### config.mk
export PLATFORM = sky130hd
export DESIGN_NAME = branch_trace_queue
export DESIGN_NICKNAME = d
export VERILOG_FILES = /design/src/rtl/btq_pkg.sv /design/src/rtl/btq_pair_select.sv /design/src/rtl/btq_ctrl.sv /design/src/rtl/btq_lifo.sv /design/src/rtl/branch_trace_queue.sv
export SDC_FILE = /design/constraint.sdc
export NUM_CORES = 1
export LEC_CHECK = 0
export ABC_AREA = 1
export BUFFER_PORTS_ARGS = -buffer_cell sky130_fd_sc_hd__buf_2
export CORE_ASPECT_RATIO = 0.5
export CORE_MARGIN = 8
export CORE_UTILIZATION = 55
export CTS_CLUSTER_SIZE = 8
export DETAILED_ROUTE_END_ITERATION = 10
export GPL_TIMING_DRIVEN = 1
export PLACE_DENSITY_LB_ADDON = 0.08
export REMOVE_ABC_BUFFERS = 1
export SYNTH_ARGS = -nofsm -noshare
export SYNTH_HDL_FRONTEND = slang
export SYNTH_SLANG_ARGS = --single-unit
### constraint.sdc
create_clock -name clk -period 3.1 [get_ports clk]
set_clock_uncertainty 0.1 [all_clocks]
set_input_delay 0.62 -clock clk [delete_from_list [all_inputs] [get_ports clk]]
set_output_delay 0.62 -clock clk [all_outputs]
set_load 0.005 [all_outputs]
### src/rtl/btq_pkg.sv
package btq_pkg;
   typedef enum logic [1:0] {
      BTQ_REG_CTRL = 2'd0,
      BTQ_REG_SRC  = 2'd1,
      BTQ_REG_DST  = 2'd2,
      BTQ_REG_RSVD = 2'd3
   } btq_reg_e;

   localparam int unsigned BTQ_CTRL_EN_BIT  = 0;
   localparam int unsigned BTQ_CTRL_CNT_LSB = 4;
endpackage

### src/rtl/btq_pair_select.sv
module btq_pair_select #(
   parameter int unsigned ADDR_W = 32
) (
   input  logic              is_exc,
   input  logic [ADDR_W-1:0] br_addr,
   input  logic [ADDR_W-1:0] br_target,
   input  logic [ADDR_W-1:0] exc_pc,
   input  logic [ADDR_W-1:0] exc_handler,
   output logic [ADDR_W-1:0] pair_src,
   output logic [ADDR_W-1:0] pair_dst
);
   always_comb begin
      if (is_exc) begin
         pair_src = exc_pc;
         pair_dst = exc_handler;
      end else begin
         pair_src = br_addr;
         pair_dst = br_target;
      end
   end
endmodule

### src/rtl/btq_ctrl.sv
module btq_ctrl (
   input  logic clk,
   input  logic rst,
   input  logic wr_en,
   input  logic wr_val,
   output logic trace_en,
   output logic invalidate
);
   logic en_q;

   always_ff @(posedge clk) begin
      if (rst)        en_q <= 1'b0;
      else if (wr_en) en_q <= wr_val;
   end

   assign trace_en   = en_q;
   assign invalidate = wr_en && wr_val && !en_q;


   reset_off_chk: assert property (@(posedge clk) rst |=> !trace_en);
endmodule

### src/rtl/btq_lifo.sv
module btq_lifo #(
   parameter int unsigned ADDR_W     = 32,
   parameter int unsigned DEPTH      = 8,
   parameter bit          RESET_DATA = 1'b1,
   localparam int unsigned CNT_W     = $clog2(DEPTH + 1)
) (
   input  logic              clk,
   input  logic              rst,
   input  logic              clear,
   input  logic              push,
   input  logic              pop_req,
   input  logic [ADDR_W-1:0] push_src,
   input  logic [ADDR_W-1:0] push_dst,
   output logic [ADDR_W-1:0] top_src,
   output logic [ADDR_W-1:0] top_dst,
   output logic [CNT_W-1:0]  count
);
   localparam logic [CNT_W-1:0] FULL_CNT = CNT_W'(DEPTH);
   localparam logic [CNT_W-1:0] ONE_CNT  = CNT_W'(1);

   initial begin
      assert (DEPTH >= 2) else $fatal(1, "btq_lifo: DEPTH must be at least 2");
      assert (ADDR_W >= 8) else $fatal(1, "btq_lifo: ADDR_W too small");
   end

   logic [ADDR_W-1:0] src_q   [DEPTH];
   logic [ADDR_W-1:0] dst_q   [DEPTH];
   logic [ADDR_W-1:0] src_nxt [DEPTH];
   logic [ADDR_W-1:0] dst_nxt [DEPTH];
   logic [CNT_W-1:0]  cnt_q, cnt_nxt;
   logic pop_eff, shift_dn, shift_up;

   assign pop_eff  = pop_req && (cnt_q != '0);
   assign shift_dn = push && !pop_eff;
   assign shift_up = pop_eff && !push;

   for (genvar i = 0; i < DEPTH; i++) begin : g_slot
      if (i == 0) begin : g_top
         assign src_nxt[i] = push ? push_src : (shift_up ? src_q[i+1] : src_q[i]);
         assign dst_nxt[i] = push ? push_dst : (shift_up ? dst_q[i+1] : dst_q[i]);
      end else if (i == DEPTH - 1) begin : g_tail
         assign src_nxt[i] = shift_dn ? src_q[i-1] : (shift_up ? '0 : src_q[i]);
         assign dst_nxt[i] = shift_dn ? dst_q[i-1] : (shift_up ? '0 : dst_q[i]);
      end else begin : g_mid
         assign src_nxt[i] = shift_dn ? src_q[i-1] : (shift_up ? src_q[i+1] : src_q[i]);
         assign dst_nxt[i] = shift_dn ? dst_q[i-1] : (shift_up ? dst_q[i+1] : dst_q[i]);
      end
   end

   always_comb begin
      cnt_nxt = cnt_q;
      if (clear)                             cnt_nxt = '0;
      else if (shift_up)                     cnt_nxt = cnt_q - ONE_CNT;
      else if (shift_dn && cnt_q < FULL_CNT) cnt_nxt = cnt_q + ONE_CNT;
   end

   always_ff @(posedge clk) begin
      if (rst) cnt_q <= '0;
      else     cnt_q <= cnt_nxt;
   end

   if (RESET_DATA) begin : g_data_rst
      always_ff @(posedge clk) begin
         for (int j = 0; j < DEPTH; j++) begin
            if (rst) begin
               src_q[j] <= '0;
               dst_q[j] <= '0;
            end else begin
               src_q[j] <= src_nxt[j];
               dst_q[j] <= dst_nxt[j];
            end
         end
      end
   end else begin : g_data_free
      always_ff @(posedge clk) begin
         for (int j = 0; j < DEPTH; j++) begin
            src_q[j] <= src_nxt[j];
            dst_q[j] <= dst_nxt[j];
         end
      end
   end

   assign top_src = src_q[0];
   assign top_dst = dst_q[0];
   assign count   = cnt_q;

   logic [ADDR_W-1:0] second_src;
   assign second_src = src_q[1];


   cnt_bound_chk: assert property (@(posedge clk) disable iff (rst)
      count <= FULL_CNT);

   push_grow_chk: assert property (@(posedge clk) disable iff (rst)
      push && !pop_req && !clear && count < FULL_CNT |=> count == $past(count) + ONE_CNT);

   full_sat_chk: assert property (@(posedge clk) disable iff (rst)
      push && !pop_req && !clear && count == FULL_CNT |=> count == FULL_CNT);

   push_pop_keep_chk: assert property (@(posedge clk) disable iff (rst)
      push && pop_req && !clear && count != '0 |=> count == $past(count) && top_src == $past(push_src));

   pop_shift_chk: assert property (@(posedge clk) disable iff (rst)
      pop_req && !push && !clear && count > ONE_CNT |=> top_src == $past(second_src) && count == $past(count) - ONE_CNT);

   empty_pop_chk: assert property (@(posedge clk) disable iff (rst)
      pop_req && !push && !clear && count == '0 |=> count == '0);
endmodule

### src/rtl/branch_trace_queue.sv
module branch_trace_queue
   import btq_pkg::*;
#(
   parameter int unsigned ADDR_W     = 32,
   parameter int unsigned DEPTH      = 8,
   parameter bit          RESET_DATA = 1'b1
) (
   input  logic              clk,
   input  logic              rst,
   input  logic              ev_valid,
   input  logic              ev_is_exc,
   input  logic [ADDR_W-1:0] ev_br_addr,
   input  logic [ADDR_W-1:0] ev_br_target,
   input  logic [ADDR_W-1:0] ev_exc_pc,
   input  logic [ADDR_W-1:0] ev_exc_handler,
   input  logic              ctrl_wr_en,
   input  logic              ctrl_wr_trace_en,
   input  logic              reg_rd_en,
   input  logic [1:0]        reg_addr,
   output logic [ADDR_W-1:0] reg_rdata
);
   localparam int unsigned CNT_W = $clog2(DEPTH + 1);

   initial begin
      assert (BTQ_CTRL_CNT_LSB + CNT_W <= ADDR_W)
         else $fatal(1, "branch_trace_queue: count field does not fit");
   end

   logic              trace_en, invalidate, capture, pop_req;
   logic [ADDR_W-1:0] sel_src, sel_dst, top_src, top_dst;
   logic [CNT_W-1:0]  count;
   btq_reg_e          rsel;

   assign rsel    = btq_reg_e'(reg_addr);
   assign capture = ev_valid && trace_en;
   assign pop_req = reg_rd_en && (rsel == BTQ_REG_DST);

   btq_ctrl i_ctrl (
      .clk        (clk),
      .rst        (rst),
      .wr_en      (ctrl_wr_en),
      .wr_val     (ctrl_wr_trace_en),
      .trace_en   (trace_en),
      .invalidate (invalidate)
   );

   btq_pair_select #(.ADDR_W(ADDR_W)) i_sel (
      .is_exc      (ev_is_exc),
      .br_addr     (ev_br_addr),
      .br_target   (ev_br_target),
      .exc_pc      (ev_exc_pc),
      .exc_handler (ev_exc_handler),
      .pair_src    (sel_src),
      .pair_dst    (sel_dst)
   );

   btq_lifo #(.ADDR_W(ADDR_W), .DEPTH(DEPTH), .RESET_DATA(RESET_DATA)) i_lifo (
      .clk      (clk),
      .rst      (rst),
      .clear    (invalidate),
      .push     (capture),
      .pop_req  (pop_req),
      .push_src (sel_src),
      .push_dst (sel_dst),
      .top_src  (top_src),
      .top_dst  (top_dst),
      .count    (count)
   );

   logic have_pair;
   assign have_pair = (count != '0);

   always_comb begin
      reg_rdata = '0;
      if (reg_rd_en) begin
         unique case (rsel)
            BTQ_REG_CTRL: begin
               reg_rdata[BTQ_CTRL_EN_BIT]               = trace_en;
               reg_rdata[BTQ_CTRL_CNT_LSB +: CNT_W]     = count;
            end
            BTQ_REG_SRC:  reg_rdata = have_pair ? top_src : '0;
            BTQ_REG_DST:  reg_rdata = have_pair ? top_dst : '0;
            default:      reg_rdata = '0;
         endcase
      end
   end


   no_capture_off_chk: assert property (@(posedge clk) disable iff (rst)
      ev_valid && !trace_en && !pop_req && !ctrl_wr_en |=> count == $past(count));

   branch_pair_chk: assert property (@(posedge clk) disable iff (rst)
      capture && !ev_is_exc |=> top_src == $past(ev_br_addr) && top_dst == $past(ev_br_target));

   exc_pair_chk: assert property (@(posedge clk) disable iff (rst)
      capture && ev_is_exc |=> top_src == $past(ev_exc_pc) && top_dst == $past(ev_exc_handler));

   src_read_hold_chk: assert property (@(posedge clk) disable iff (rst)
      reg_rd_en && rsel == BTQ_REG_SRC && !ev_valid && !ctrl_wr_en
      |=> count == $past(count) && top_src == $past(top_src));

   reenable_clear_chk: assert property (@(posedge clk) disable iff (rst)
      ctrl_wr_en && ctrl_wr_trace_en && !trace_en |=> count == '0);

   empty_zero_chk: assert property (@(posedge clk) disable iff (rst)
      reg_rd_en && count == '0 && rsel != BTQ_REG_CTRL |-> reg_rdata == '0);
endmodule

# Word level (Yosys, flattened, before mapping)
# Memories as Yosys holds them, arrays and structs flattened.
# Index checks and enable logic that the tools add are counted.
# word_totals
register_bits	5
latch_bits	0
ramBits	512
rom_bits	0
out_inout_bits	32
wordCells	102
memories	2
# memory_table
name	depth	width	rd	rd_clocked_by_memory_dff	write_ports	line_no	text
i_lifo.dst_q	8	32	8	0	8	btq_lifo.sv:27	logic [ADDR_W-1:0] dst_q [DEPTH];
i_lifo.src_q	8	32	8	0	8	btq_lifo.sv:26	logic [ADDR_W-1:0] src_q [DEPTH];
# op_classes
n_addsub	2
mul	0
n_div	0
order_cmp	1
eq_ne	2
shifts	0
n_mux	62
n_bitwise	16
reduce_logical	15
# op_table
cell	n
32-bit 2-to-1 mux	53
24-bit case mux with 2 select lines	1
1-bit bitwise OR	16
4-bit case mux with 3 select lines	1
1-bit logical AND	8
4-bit 2-to-1 mux	2
3-bit case mux with 2 select lines	1
4-bit by 1-bit adder with 4-bit output, second input constant	1
4-bit < comparator, second input constant	1
4-bit nonzero test	1
4-bit by 1-bit subtractor with 4-bit output, second input constant	1
1-bit zero test	3
1-bit 2-to-1 mux	3
1-bit case mux with 3 select lines	1
2-bit by 1-bit equality test with 1-bit output, second input constant	1
2-bit equality test, second input constant	1
2-bit zero test	1
2-bit nonzero test	1
2-bit OR reduction	1

# Depth between registers and ports, before layout
# Gate-level depths: netlist (run 1).
# depth
word_depth	8
mapped_depth	15
depth_no_buf	13

# Hierarchy
# Synthesis (run 1) repeated with hierarchy kept, for this count alone.
# unflattened
hier_cells	3859
area_unflattened_um2	26270.2
# modules_own_cells
module	instances	cells_per_inst	area_each_um2
btq_lifo	1	3457	24548.5
btq_pair_select	1	206	844.6
branch_trace_queue	1	190	833.3
btq_ctrl	1	6	43.8

# Worst setup path after synthesis (run 1)
# Ideal clock, no wire load.
# synth_timing
kind	input-to-reg
startpoint	input port reg_addr[0]
endpoint	memory i_lifo.src_q[4][10] (netlist: i_lifo.src_q[1][10])
setup_ns	0.116
t_arrival_ns	2.577
required_time_ns	2.884
setup_slack_ns	0.308
cell_stages	13
n_path_buf	6
cell_sequence	inv_1 -> ha_1 -> clkbuf_1 -> clkbuf_1 -> nand3_1 -> ha_1 -> buf_2 -> buf_6 -> buf_2 -> buf_2 -> a21oi_1 -> o21ai_0 -> inv_1
# synth_lines
element	line_no	text
start, declared	branch_trace_queue.sv:19	input logic [1:0] reg_addr,
end, declared	btq_lifo.sv:26	

# Final worst setup path (run 1)
# layout_timing
startpoint	register i_lifo.cnt_q[2] (netlist: i_lifo.count[2])
endpoint	output port reg_rdata[31]
# layout_between
elab_chain_len	4
# layout_lines
element	line_no	text
start, declared	btq_lifo.sv:30	logic [CNT_W-1:0] cnt_q, cnt_nxt;
start signal, assigned	btq_lifo.sv:59	else cnt_q <= cnt_nxt;
4-bit nonzero test (*)	branch_trace_queue.sv:71	assign have_pair = (count != '0);
32-bit 2-to-1 mux, on equally long branches	branch_trace_queue.sv:82, branch_trace_queue.sv:81	
24-bit case mux with 2 select lines (*)	branch_trace_queue.sv:76	unique case (rsel)
32-bit 2-to-1 mux (*)	branch_trace_queue.sv:75	if (reg_rd_en) begin
end, declared	branch_trace_queue.sv:20	output logic [ADDR_W-1:0] reg_rdata
# Mark *: on every way between the ends. The rest lies on a longest branch, timed or not.

==> impl_results.md, run 1 <==
* Top cells by area, synth: dfxtp_1, o21ai_0, inv_1
* CTS Hold Bufs at 0
* Fillers at 4239
* Critical path class: flop to primary output
* Clock latency on the worst-skew pair at 0.59 ns
* Synthesized cell area at between 20000 and 30000 um2
* Worst Hold Class: primary input to flop
* Main synth FF type: dfxtp_1
* Die Area at ~54000 um2
* Routability Congestion at about 0.8
* Min Tclk post-route at roughly 2.9 ns
* Final Hold Fails at 0
* CTS tree: done
* Clock Tree Root: clkbuf_16
* Area Growth Syn to Fin at 12.7%
* Core Util, Final at 0.621
* Rows at 56
* Startpoint types: flop
* Synth Instances at 3859
* Status: completed
* Largest net degree at the start of global routing at roughly 110
* Total gr overflow at 0
* Setup repair bufs after CTS at 0
* Req. time, crit path at approximately 2.4 ns
* Final Cycle Share at 0.925
* Setup violators final at 0
* Router iterations before antenna repair at 5
* Synth cell types at 21
* Port bufs at ~170
* Vias in the first global route at approximately 22000
* Max-Slew Margin vs Limit at 0.454
* FMAX at ~0.35 GHz
* Core area at 46400 um2
* Final Routed Wirelength at ~63000 um
* Layout cell share with drive strength beyond 1 at 0.103
* Number of synthesized flops with an enable pin at 0
* Initial antenna violation count at 1
* Die height at about 170 um
* Crit path capture type: primary output
* Clock Pin Slew Worst Setup and Hold Paths at approximately 0.05 ns
* Total GRT Usage at 0.223
* Setup TNS at 0 ns
* Vias at around 24000
* Final Max Tran Viols at 0
* Asr flop ratio synth at 0
* Post-DP HPWL at ~41000 um
* Via density at ~5.3
* Worst VDD drop at roughly 0.0004 V
* Initial cell density of the core at 0.552
* Hold path cells at 3
* Multi-input logic area at 11000 um2
* Die Wd at about 320 um
* Drt wl/cell at 13.9 um
* Max Cap Viol at 0
* Layout Nets at 4026
* Register Area at a little over 10000 um2
* Worst r2r path cells at 10
* H-tree Lvls at 3
* Final hold slack at around 0.2 ns
* Synth Warn # at 0
* Worst slew pin tran at approximately 0.82 ns
* Leading area contributor after synthesis: dfxtp_1
* Seq/Total Area, Yosys at 0.405
* CTS buffer count at between 70 and 80
* Clk sinks at 517
* First-pass GRT wire length at ~100000 um
* Area share of the largest cell type after synthesis at 0.405
* Number of synthesized register bits at between 500 and 600
* Static Leak at roughly 13 nW
* Diodes inserted at 0
* Initial detailed-routing violation count at between 2000 and 2500
* RSZ-0062 raised after global routing: no
* Syn avg cell area at around 6.6 um2
* CP arrival at 2.15 ns
* Crit-path max FO at 16
* Pwr per Cell Area at between 500 and 600 nW/um2
* Max Root-Sink Buffers at 3
* Boundary Pins at between 150 and 200
* Antenna viol nets, final at 0
* PnR worst setup slack at approximately 0.23 ns
* Pre-CTS setup slack at ~0.35 ns
* DR DRC count at 0
## repair_timing
| item | 4_1_cts | 5_1_grt |
|---|---|---|
| setup endpoints to repair | 17 | 17 |
| hold endpoints to repair | 0 | 0 |
| gates resized for setup | 1 | 1 |
## state kept, by name, indices dropped and copies added, names as in the netlist
register	cells
i_lifo.src_q	256
i_ctrl.trace_en	1
i_lifo.count	4
i_lifo.dst_q	256
## worst max-delay path, stage by stage, from the launching register on
cell and delay, ns:
dfxtp_1 0.39, inv_1 0.11, nand3_2 0.23, nand3_4 0.26, buf_12 0.26, a21oi_1 0.16, buf_2 0.14
## cell usage in the layout, fill, tap and decap left out
master     netlist  routed
inv_1          782     780
o21ai_0        604     604
a21oi_1        546     546
dfxtp_1        517     517
nand2_1        454     453
o21ai_1        298     298
nor2_1         263     263
buf_2          117     167
clkbuf_16        0      75
a211oi_2        62      62
buf_4            6      46
buf_12           0      29
nand3_1         16      14
a31oi_1          5       5
ha_1             9       5
inv_2            0       4
inv_6            0       4
ha_2             0       3
clkinv_8         0       2
nand2_4          0       1
nand3_2          0       1
nand3_4          0       1
xnor2_1          1       1
or2_2            1       1
nand4_1          1       1
ha_4             0       1
clkinv_2         0       1
buf_8            0       1
## cells in the mapped netlist (6+ instances only)
library cell,number
nand3_1,16
dfxtp_1,517
nand2_1,454
clkbuf_1,109
a21oi_1,546
buf_4,6
ha_1,9
nor2_1,263
inv_1,782
o21ai_0,604
buf_1,51
clkbuf_2,11
o21ai_1,298
a211oi_2,62
buf_2,117
## metrics by stage
step,power [mW],instances,area (um2)
2_1_floorplan,8.82,3561,24300
5_1_grt,17.1,4524,28800
3_3_place_gp,9.19,4442,26900
6_report,16.3,4524,28800
3_5_place_dp,9.31,4442,26900
4_1_cts,16.5,4524,28800
## power by group
| part | switching (mW) | internal [mW] | leakage, nW |
|---|---|---|---|
| combinational | 1.18 | 0.654 | 8.29 |
| sequential | 0.257 | 7.11 | 4.21 |
| clock | 2.84 | 4.26 | 0.960 |
| total | 4.28 | 12.0 | 13.5 |
## worst paths after layout
path	to	slack [ns]	from
min	i_lifo.src_q[0][12]	0.20	ev_exc_pc[12]
max reg2reg	i_lifo.dst_q[1][95]	0.53	i_lifo.count[3]
max	reg_rdata[31]	0.23	i_lifo.count[2]
min reg2reg	i_lifo.dst_q[1][103]	0.37	i_lifo.dst_q[1][103]
## layout make-up
| type | count | share of cell area |
|---|---|---|
| clock inverters | 7 | 0.00252 |
| clock buffers | 75 | 0.0651 |
| multi-input cells | 2260 | 0.382 |
| flip-flops and latches | 517 | 0.359 |
| inverters | 784 | 0.102 |
| repair buffers | 243 | 0.0616 |
| well taps | 638 | 0.0277 |
## metal layers
layer,global-route usage,part of all wire,vias up
met5,0,0.00027,-
met4,0.0613,0.018,2
met3,0.0399,0.057,82
met2,0.370,0.46,577
met1,0.297,0.46,10948
li1,-,-,12232
## cell families (layout without fill, tap and decap cells)
family / Yosys count / in the layout / synth area share
xor gates and xnor gates: 1 / 1 / 0.000342
adders and majority gates: 9 / 9 / 0.00440
and+or+nand+nor: 735 / 735 / 0.109
DFF: 517 / 517 / 0.405
buffers and inverters: 1082 / 1109 / 0.167
AOI/OAI and AO/OA: 1515 / 1515 / 0.315
Power figures use the tool's default switching activity.
==> inputs of run 2 (changes only) <==
- CORE_ASPECT_RATIO: 0.5 -> 0.75
- CORE_MARGIN: 8 -> not set
==> impl_results.md, run 2 (synthesis gave the netlist of run 1 again) <==
* Layout Nets at about 4000
* CTS buffer count at 74
* Min Tclk post-route at 2.87 ns
* CP arrival at 2.15 ns
* Max-Slew Margin vs Limit at 0.474
* Largest net degree at the start of global routing at between 150 and 200
* Multi-input logic area at 11000 um2
* Worst VDD drop at 0.000463 V
* Layout cell share with drive strength beyond 1 at 0.104
* Initial detailed-routing violation count at 1724
* First-pass GRT wire length at ~100000 um
* Clock latency on the worst-skew pair at about 0.59 ns
* Worst slew pin tran at around 0.79 ns
* R2r endpoint: i_lifo.src_q[0][40]
* Router iterations before antenna repair at 5
* Clock Tree Root: clkbuf_16
* Max Root-Sink Buffers at 3
* Cell breakdown of the critical path: inv_1 > nand3_1 > buf_4 > nand3_2 > buf_6 > a21oi_1 > buf_2
* Via density at roughly 5.3
* Core area at between 40000 and 50000 um2
* Rows at just under 70
* Final Routed Wirelength at between 60000 and 70000 um
* Pre-CTS setup slack at approximately 0.30 ns
* Clock Pin Slew Worst Setup and Hold Paths at about 0.050 ns
* CP peak stage delay at between 0.4 and 0.5 ns
* Final Cycle Share at 0.925
* Worst r2r path cells at 8
* CP max stage cell: dfxtp_1
* Total GRT Usage at 0.252
* Cell depth of the worst setup path at 7
* Most frequent cells in the layout: inv_1, o21ai_0, a21oi_1
* CP startpoint: i_lifo.count[1]
* Final Max Tran Viols at 0
* Crit-path max FO at 27
* Crit path capture type: primary output
* CTS tree: done
* Setup violators final at 0
* Max Cap Viol at 0
* Setup crit end: reg_rdata[26]
* FMAX at 0.349 GHz
* Setup repair bufs after CTS at 0
* Routability Congestion at ~0.83
* Total gr overflow at 0
* Pwr per Cell Area at between 500 and 600 nW/um2
* RSZ-0062 raised after global routing: no
* Registers with the most flip-flops: i_lifo.dst_q (256), i_lifo.src_q (256), i_lifo.count (4)
* Register Area at 10300 um2
* Family with the most delay on the worst path: buffers and inverters
* Boundary Pins at 169
* CTS Hold Bufs at 0
* Initial antenna violation count at 0
* Fillers at 4144
* Vias in the first global route at about 21000
* Port bufs at between 150 and 200
* Drt wl/cell at 13.4 um
* Critical R2R Launch: i_lifo.count[1]
* R2r setup slk at roughly 0.52 ns
* Startpoint types: flop
* Vias at about 24000
* Status: completed
* Req. time, crit path at around 2.4 ns
* Antenna viol nets, final at 0
* Commonest non-fill, non-tap cell in the layout: inv_1
* Die Wd at approximately 250 um
* Die Area at about 47000 um2
* PnR worst setup slack at 0.231 ns
* Initial cell density of the core at 0.557
* Final Hold Fails at 0
* Critical path class: flop to primary output
* H-tree Lvls at 3
* Die height at around 190 um
* Setup TNS at 0 ns
* Worst Hold Class: primary input to flop
* Post-DP HPWL at approximately 38000 um
* DR DRC count at 0
* WP buf/inv at 4
* Clk sinks at between 500 and 600
* Diodes inserted at 0
* Static Leak at 13.5 nW
* Area Growth Syn to Fin at 13.0%
run 2: cell count changes in the layout (fill, tap and decap cells not counted), sizes merged:
cell	change
buf	+8
clkbuf	+2
inv	-2
clkinv	-2
run 2: metrics by stage:
stage	hold WS [ns]	total power [mW]	instance area (um2)	instances	util
detailed placement	0.362	9.32	27000	4407	0.587
global placement	0.354	9.22	27000	4407	0.587
floorplan	0.345	8.82	24300	3561	-
global route	0.206	17.0	28900	4487	0.629
finish	0.205	16.3	28900	4487	0.629
CTS	0.176	16.4	28900	4487	0.629
run 2: worst min path at each step:
stage                                      end                 start  depth (start not counted)
final                      i_lifo.dst_q[0][19]    ev_exc_handler[19]                          3
after CTS                  i_lifo.dst_q[0][19]    ev_exc_handler[19]                          3
after floorplan           i_lifo.dst_q[1][100]  i_lifo.dst_q[1][100]                          2
after global routing       i_lifo.dst_q[0][19]    ev_exc_handler[19]                          3
after detailed placement  i_lifo.dst_q[1][104]  i_lifo.dst_q[1][104]                          2
after global placement    i_lifo.dst_q[1][105]  i_lifo.dst_q[1][105]                          2
run 2: area by class of cell:
cell class / instances / area share
multi-input combinational: 2260 / 0.380
sequential: 517 / 0.358
inverter: 784 / 0.102
timing repair buffer: 251 / 0.0671
clock buffer: 77 / 0.0666
tap: 595 / 0.0257
clock inverter: 3 / 0.000779
run 2: repair_timing:
action,4_1_cts,5_1_grt
gates resized for setup,0,1
endpoints found under the hold margin,0,0
setup endpoints to repair,0,1
run 2: metal layers:
metal | up-vias | routed length [um] | GRT usage
met5 | - | 0 | 0
met4 | 0 | 1430 | 0.0861
met3 | 104 | 3130 | 0.0408
met2 | 553 | 27200 | 0.419
met1 | 10831 | 28500 | 0.330
li1 | 12252 | - | -
run 2: worst register-to-register path, stage by stage, from the launching register on:
cell	delay [ns]
dfxtp_1	0.36
inv_1	0.10
nand3_1	0.18
nand3_1	0.24
ha_4	0.47
buf_4	0.53
o21ai_0	0.23
o21ai_1	0.20
inv_1	0.06
run 2: power by group:
group / internal (mW) / switching, mW
combinational: 0.672 / 1.18
sequential: 7.11 / 0.241
clock: 4.33 / 2.74
total: 12.1 / 4.16
